[src/rtl/tsp_pkg.sv]
package tsp_pkg;

  localparam int CP_BITS = 8;

  typedef enum logic [1:0] {
    PB_IDLE,
    PB_WAIT,
    PB_SEND
  } pb_state_t;

endpackage

[src/rtl/tsp_clkgen.sv]
module tsp_clkgen #(
  parameter int FAST_HALF = 2
) (
  input  logic clk,
  input  logic rst_n,
  input  logic run,
  input  logic slow,
  output logic sclk,
  output logic tick
);
  localparam int CW = $clog2(2 * FAST_HALF + 1);
  localparam logic [CW-1:0] LIM_FAST = CW'(FAST_HALF - 1);
  localparam logic [CW-1:0] LIM_SLOW = CW'(2 * FAST_HALF - 1);

  logic [CW-1:0] cnt_q, cnt_d, lim;
  logic          sclk_q, sclk_d;
  logic          wrap;

  assign lim  = slow ? LIM_SLOW : LIM_FAST;
  assign wrap = (cnt_q >= lim);

  always_comb begin
    cnt_d  = cnt_q;
    sclk_d = sclk_q;
    if (!run) begin
      cnt_d  = '0;
      sclk_d = 1'b0;
    end else if (wrap) begin
      cnt_d  = '0;
      sclk_d = ~sclk_q;
    end else begin
      cnt_d  = cnt_q + 1'b1;
    end
  end

  always_ff @(posedge clk or negedge rst_n) begin
    if (!rst_n) begin
      cnt_q  <= '0;
      sclk_q <= 1'b0;
    end else begin
      cnt_q  <= cnt_d;
      sclk_q <= sclk_d;
    end
  end

  // byte slot: the edge that takes the stream clock low
  assign tick = run && wrap && sclk_q;
  assign sclk = sclk_q;
endmodule

[src/rtl/tsp_capture.sv]
module tsp_capture #(
  parameter int LEN_LONG  = 188,
  parameter int LEN_SHORT = 130,
  parameter int STAMP_W   = 25
) (
  input  logic               clk,
  input  logic               rst_n,
  input  logic               en,
  input  logic               short_pkt,
  input  logic [STAMP_W-1:0] timer,
  input  logic [7:0]         ts_data,
  input  logic               ts_valid,
  input  logic               ts_sync,
  input  logic               ts_cp,
  output logic [7:0]         cap_data,
  output logic               cap_valid,
  output logic               cap_last,
  output logic               cap_err,
  output logic [STAMP_W-1:0] cap_stamp,
  output logic [7:0]         cap_cpinfo
);
  import tsp_pkg::*;
  localparam int CW = $clog2(LEN_LONG + 1);

  logic [CW-1:0]      cnt_q, cnt_d, len_m1;
  logic [3:0]         win_q, win_d;
  logic [7:0]         info_q, info_d, data_q, data_d;
  logic [STAMP_W-1:0] stamp_q, stamp_d;
  logic               vld_q, vld_d, last_q, last_d, err_q, err_d;

  assign len_m1 = short_pkt ? CW'(LEN_SHORT - 1) : CW'(LEN_LONG - 1);

  always_comb begin
    cnt_d   = cnt_q;
    win_d   = win_q;
    info_d  = info_q;
    stamp_d = stamp_q;
    data_d  = data_q;
    vld_d   = 1'b0;
    last_d  = 1'b0;
    err_d   = 1'b0;
    if (!en) begin
      cnt_d = '0;
      win_d = '0;
    end else begin
      if (win_q != '0) begin
        info_d = {info_q[6:0], ts_cp};
        win_d  = win_q - 1'b1;
      end
      if (ts_valid && ts_sync) begin
        err_d   = (cnt_q != '0);
        cnt_d   = CW'(1);
        stamp_d = timer;
        win_d   = 4'(CP_BITS - 1);
        info_d  = {info_q[6:0], ts_cp};
        vld_d   = 1'b1;
        data_d  = ts_data;
      end else if (ts_valid && cnt_q != '0) begin
        vld_d  = 1'b1;
        data_d = ts_data;
        if (cnt_q == len_m1) begin
          last_d = 1'b1;
          cnt_d  = '0;
        end else begin
          cnt_d  = cnt_q + 1'b1;
        end
      end
    end
  end

  always_ff @(posedge clk or negedge rst_n) begin
    if (!rst_n) begin
      cnt_q   <= '0;
      win_q   <= '0;
      info_q  <= '0;
      stamp_q <= '0;
      data_q  <= '0;
      vld_q   <= 1'b0;
      last_q  <= 1'b0;
      err_q   <= 1'b0;
    end else begin
      cnt_q   <= cnt_d;
      win_q   <= win_d;
      info_q  <= info_d;
      stamp_q <= stamp_d;
      data_q  <= data_d;
      vld_q   <= vld_d;
      last_q  <= last_d;
      err_q   <= err_d;
    end
  end

  assign cap_data   = data_q;
  assign cap_valid  = vld_q;
  assign cap_last   = last_q;
  assign cap_err    = err_q;
  assign cap_stamp  = stamp_q;
  assign cap_cpinfo = info_q;
endmodule

[src/rtl/tsp_playback.sv]
module tsp_playback #(
  parameter int LEN_LONG  = 188,
  parameter int LEN_SHORT = 130,
  parameter int STAMP_W   = 25
) (
  input  logic               clk,
  input  logic               rst_n,
  input  logic               en,
  input  logic               short_pkt,
  input  logic [STAMP_W-1:0] timer,
  input  logic               tick,
  input  logic [7:0]         pb_data,
  input  logic               pb_valid,
  input  logic               pb_first,
  input  logic [STAMP_W-1:0] pb_stamp,
  output logic               pb_ready,
  output logic [7:0]         out_data,
  output logic               out_valid,
  output logic               out_sync
);
  import tsp_pkg::*;
  localparam int CW = $clog2(LEN_LONG + 1);

  pb_state_t          st_q, st_d;
  logic [CW-1:0]      idx_q, idx_d, len_m1;
  logic [STAMP_W-1:0] stamp_q, stamp_d;
  logic [7:0]         od_q, od_d;
  logic               ov_q, ov_d, os_q, os_d;

  assign len_m1 = short_pkt ? CW'(LEN_SHORT - 1) : CW'(LEN_LONG - 1);

  always_comb begin
    st_d     = st_q;
    idx_d    = idx_q;
    stamp_d  = stamp_q;
    od_d     = od_q;
    ov_d     = ov_q;
    os_d     = os_q;
    pb_ready = 1'b0;
    case (st_q)
      PB_IDLE: if (pb_valid) begin
        if (pb_first) begin
          stamp_d = pb_stamp;
          st_d    = PB_WAIT;
        end else begin
          pb_ready = 1'b1;
        end
      end
      PB_WAIT: if (timer == stamp_q) st_d = PB_SEND;
      default: ;
    endcase
    if (tick) begin
      ov_d = 1'b0;
      os_d = 1'b0;
      if (st_q == PB_SEND && pb_valid) begin
        pb_ready = 1'b1;
        ov_d     = 1'b1;
        os_d     = (idx_q == '0);
        od_d     = pb_data;
        if (idx_q == len_m1) begin
          idx_d = '0;
          st_d  = PB_IDLE;
        end else begin
          idx_d = idx_q + 1'b1;
        end
      end
    end
    if (!en) begin
      st_d     = PB_IDLE;
      idx_d    = '0;
      ov_d     = 1'b0;
      os_d     = 1'b0;
      pb_ready = 1'b0;
    end
  end

  always_ff @(posedge clk or negedge rst_n) begin
    if (!rst_n) begin
      st_q    <= PB_IDLE;
      idx_q   <= '0;
      stamp_q <= '0;
      od_q    <= '0;
      ov_q    <= 1'b0;
      os_q    <= 1'b0;
    end else begin
      st_q    <= st_d;
      idx_q   <= idx_d;
      stamp_q <= stamp_d;
      od_q    <= od_d;
      ov_q    <= ov_d;
      os_q    <= os_d;
    end
  end

  assign out_data  = od_q;
  assign out_valid = ov_q;
  assign out_sync  = os_q;
endmodule

[src/rtl/tsport_stamp.sv]
module tsport_stamp #(
  parameter int LEN_LONG  = 188,
  parameter int LEN_SHORT = 130,
  parameter int STAMP_W   = 25,
  parameter int FAST_HALF = 2
) (
  input  logic               clk,
  input  logic               rst_n,
  input  logic               dir_play,
  input  logic               pkt_short,
  input  logic               rate_slow,
  input  logic [STAMP_W-1:0] cyc_time,
  input  logic [7:0]         ts_data,
  input  logic               ts_valid,
  input  logic               ts_sync,
  input  logic               ts_cp,
  output logic [7:0]         cap_data,
  output logic               cap_valid,
  output logic               cap_last,
  output logic               cap_err,
  output logic [STAMP_W-1:0] cap_stamp,
  output logic [7:0]         cap_cpinfo,
  input  logic [7:0]         pb_data,
  input  logic               pb_valid,
  input  logic               pb_first,
  input  logic [STAMP_W-1:0] pb_stamp,
  output logic               pb_ready,
  output logic               out_clk,
  output logic [7:0]         out_data,
  output logic               out_valid,
  output logic               out_sync,
  output logic               dir_sel
);
  logic slot_tick;

  assign dir_sel = dir_play;

  tsp_clkgen #(.FAST_HALF(FAST_HALF)) u_clk (
    .clk(clk), .rst_n(rst_n), .run(dir_play), .slow(rate_slow),
    .sclk(out_clk), .tick(slot_tick)
  );

  tsp_capture #(.LEN_LONG(LEN_LONG), .LEN_SHORT(LEN_SHORT), .STAMP_W(STAMP_W)) u_cap (
    .clk(clk), .rst_n(rst_n), .en(!dir_play), .short_pkt(pkt_short),
    .timer(cyc_time), .ts_data(ts_data), .ts_valid(ts_valid),
    .ts_sync(ts_sync), .ts_cp(ts_cp), .cap_data(cap_data),
    .cap_valid(cap_valid), .cap_last(cap_last), .cap_err(cap_err),
    .cap_stamp(cap_stamp), .cap_cpinfo(cap_cpinfo)
  );

  tsp_playback #(.LEN_LONG(LEN_LONG), .LEN_SHORT(LEN_SHORT), .STAMP_W(STAMP_W)) u_pb (
    .clk(clk), .rst_n(rst_n), .en(dir_play), .short_pkt(pkt_short),
    .timer(cyc_time), .tick(slot_tick), .pb_data(pb_data),
    .pb_valid(pb_valid), .pb_first(pb_first), .pb_stamp(pb_stamp),
    .pb_ready(pb_ready), .out_data(out_data), .out_valid(out_valid),
    .out_sync(out_sync)
  );
endmodule

[config.mk]
export PLATFORM = sky130hd
export DESIGN_NAME = tsport_stamp
export DESIGN_NICKNAME = d
export VERILOG_FILES = /design/src/rtl/tsp_pkg.sv /design/src/rtl/tsp_clkgen.sv /design/src/rtl/tsp_capture.sv /design/src/rtl/tsp_playback.sv /design/src/rtl/tsport_stamp.sv
export SDC_FILE = /design/constraint.sdc
export NUM_CORES = 1
export LEC_CHECK = 0
export BUFFER_PORTS_ARGS = -buffer_cell sky130_fd_sc_hd__clkbuf_2
export CAP_MARGIN = 10
export CORE_AREA = 2 2 103 105
export CTS_BUF_LIST = sky130_fd_sc_hd__clkbuf_2 sky130_fd_sc_hd__clkbuf_4 sky130_fd_sc_hd__clkbuf_8
export CTS_CLUSTER_SIZE = 12
export DETAILED_ROUTE_END_ITERATION = 16
export DIE_AREA = 0 0 105 107
export HOLD_SLACK_MARGIN = 0.08
export MAX_ROUTING_LAYER = met4
export PLACE_DENSITY_LB_ADDON = 0.2
export SLEW_MARGIN = 40
export SYNTH_ARGS = -nofsm -noshare
export SYNTH_HDL_FRONTEND = slang
export SYNTH_HIERARCHICAL = 1
export SYNTH_SLANG_ARGS = --single-unit
[constraint.sdc]
create_clock -name clk -period 2 [get_ports clk]
set_clock_uncertainty 0.1 [all_clocks]
set_input_delay 0.2 -clock clk [delete_from_list [all_inputs] [get_ports clk]]
set_output_delay 0.2 -clock clk [all_outputs]
set_load 0.03 [all_outputs]
==> out/qor.csv <==
metric,value,unit
dpl_worst_slack,-0.0677,ns
cellPowerDensity,855,mW/mm^2
routed_wl,12400,microns
hp-start,ts_valid,
violations,setup timing,
tightest_slew,0.527,ns
worstPathRequired,1.70,ns
ant_nets,0,
final_cell_mix,"130 x clkbuf_2, 105 x dfrtp_1, 69 x dlygate4sd3_1",
syn_avg_cell_area,12.4,sq um
hold-path-cell-count,2,
clock-sinks,105,
grt_overflow,0,
synth_warnings,6,
min_to,u_cap/cnt_q[3],
cp-start-kind,register,
path_clk_slew,0.11,ns
yosysTopAreaCell,dfrtp_1,
grt_first_pass_wirelength,20000,microns
async_reset_ff_share,100,%
final_common_cell,clkbuf_2,
reg2regPathDepth,9,
synth_edf_count,0,
timing.rr.start,u_clk/cnt_q[1],
clock_latency,0.37,ns
r2r_end,u_pb/idx_q[7],
p_leak,3.29,nW
clockRootBuffer,clkbuf_8,
crit_arrival,1.81,ns
cts_tree,done,
ys_seq_elements,105,
track_usage,23.2,%
final_nets,709,
grt_pass1_vias,4180,
syn_area,0.00484,sq mm
yosysSeqAreaShare,54.3,%
synth-main-ff-cell,dfrtp_1,
finalHoldViolCount,0,
relSlewSlack,64.9,%
core,0.0101,sq mm
n_antenna_cell,0,
post-route-util,68.5,%
fmax,0.474,GHz
period_minus_slack,2.11,ns
worst-setup-path-type,register to primary output,
grt_max_degree,41,
drt-pass1-iter-count,4,
irDropWorstVdd,0.681,mV
total_power,5.91,mW
setup_ws,-0.108,ns
core.rowCount,37,
fillers,767,
clk_path_buf_depth,2,
avgViaCountPerCell,5.09,
htreeDepth,3,
yosys.area.top_type_share,54.3,%
port_buffers,132,
post_drt_wl_per_cell,16.2,microns
netlist_instances,392,
cap_violations,0,
grt_antenna_before_repair,0,
drcViolationCount,0,
critPathMaxStageDelay,0.42,ns
fp.dieH,107,microns
place_congestion,0.945,
hp-class,primary input to register,
synth_cell_types,54,
syn_to_final_growth,42.8,%
crit_cells,7,
drive_gt1_share,43.7,%
syn_nets,476,
setup_viol,7,
die_area,0.0112,sq mm
numCtsBuffers,9,
drtIter0Drc,146,
io_pins,133,
worst_path_max_delay_cell,dfrtp_1,
period_share,105,%
final-max-slew-violation-count,0,
status,"complete, but fails checks",
dpl.hpwl,8070,microns
initial_core_util,48.0,%
worst_setup_path_end_kind,primary output,
route.vias.total,3894,
crit_fanout,2,
path_cells,ha_4 -> a211oi_4 -> nor2_2 -> nand2_1 -> o21ai_1 -> and4b_1 -> buf_8,
die_width,105,microns
yosys-top-cells-area,"dfrtp_1 54%, mux2_2 13%, nand2_1 3.3%",
cp_num_buf_inv,1,
reg2reg_slack,-0.01,ns
rsz0062_at_grt,yes,
critPathTopFamily,simple AND/OR/NAND/NOR gates,
[through the flow]
stage	std cells	TNS (ns)	hold slack [ns]	area [sq um]
after detailed placement	672	-0.736	0.110	5840
after global placement	672	-0.230	0.114	5840
after global routing	765	-1.35	0.141	6920
after CTS	760	-0.296	0.104	6790
final	765	-0.132	0.151	6920
after floorplan	392	-0.831	-0.196	4840
[routing by layer]
| metal | track usage (%) | routed length, microns |
|---|---|---|
| met1 | 26.5 | 4960 |
| met2 | 40.3 | 6540 |
| met3 | 4.62 | 528 |
| met4 | 8.95 | 350 |
| met5 | - | 0 |
[cell families (layout without fill, tap and decap cells)]
group,Yosys count,in the layout,synth area share [%]
compound gates,38,39,6.18
xor+xnor,32,32,5.79
fa+ha+maj,8,8,2.07
buf+inv,28,264,2.79
flops,105,105,54.3
mux,67,67,16.2
simple gates,114,114,12.7
[cells in the mapped netlist, types with 3 or more instances]
cell and number:
a21boi_0 8, a21oi_1 4, and2_1 4, buf_4 3, clkbuf_1 7, dfrtp_1 105, ha_1 8, inv_1 13
mux2_2 58, mux2_4 8, nand2_1 42, nand2b_1 4, nand3_1 15, nand4_1 6, nor2_1 15, nor4_1 4
o211ai_1 5, o21ai_0 3, or3_1 4, xnor2_1 14, xor2_1 18
[registers in the layout (all words and copies together) (netlist names)]
signal / count
u_clk/cnt_q: 3
u_pb/stamp_q: 25
u_cap/cap_cpinfo: 8
u_cap/win_q: 4
u_pb/out_valid: 1
u_cap/cap_err: 1
u_cap/cnt_q: 8
u_cap/cap_data: 8
u_cap/cap_stamp: 25
u_cap/cap_valid: 1
u_pb/out_data: 8
u_cap/cap_last: 1
u_pb/idx_q: 8
u_pb/st_q: 2
u_pb/out_sync: 1
u_clk/sclk: 1
[where the power goes]
| group | internal, mW | leakage [nW] | switching, mW | total [mW] |
|---|---|---|---|---|
| sequential | 2.49 | 1.31 | 0.247 | 2.73 |
| combinational | 0.875 | 1.88 | 1.04 | 1.91 |
| clock | 0.505 | 0.0928 | 0.760 | 1.26 |
[what timing repair did]
action | in CTS | in global routing
hold buffers | 69 | 0
buffers inserted | 4 | 5
cloned | 1 | 0
setup endpoints to repair | 21 | 44
pin swaps | 5 | 15
endpoints found under the hold margin | 105 | 0
gates resized for setup | 11 | 18
[worst max-delay path by stage]
stage / slack [ns] / startpoint / to
after floorplan: -0.10 / u_cap/cnt_q[0] / u_cap/cap_data[0]
after detailed placement: -0.07 / u_clk/cnt_q[1] / u_pb/idx_q[7]
final: -0.11 / u_clk/cnt_q[1] / pb_ready
after global routing: -0.18 / u_clk/cnt_q[1] / pb_ready
after CTS: -0.17 / u_clk/cnt_q[1] / pb_ready
after global placement: -0.03 / u_cap/cnt_q[0] / u_cap/cap_data[0]
[worst reg2reg max path: cells and delay by family (launching register included)]
kind | cells | cell delay [ns]
compound gates | 2 | 0.31
xor+xnor | 1 | 0.15
fa+ha+maj | 1 | 0.29
buf+inv | 1 | 0.16
flops | 1 | 0.42
simple gates | 4 | 0.52
[layout make-up]
cell class / count / area (sq um) / share of cell area, %
clock buffer: 10 / 138 / 1.99
clock inverter: 5 / 47.5 / 0.688
inverter: 13 / 48.8 / 0.706
multi-input combinational: 260 / 2220 / 32.1
sequential: 105 / 2630 / 38.0
tap: 136 / 170 / 2.46
timing repair buffer: 236 / 1670 / 24.1
(Power assumes the default switching activity.)
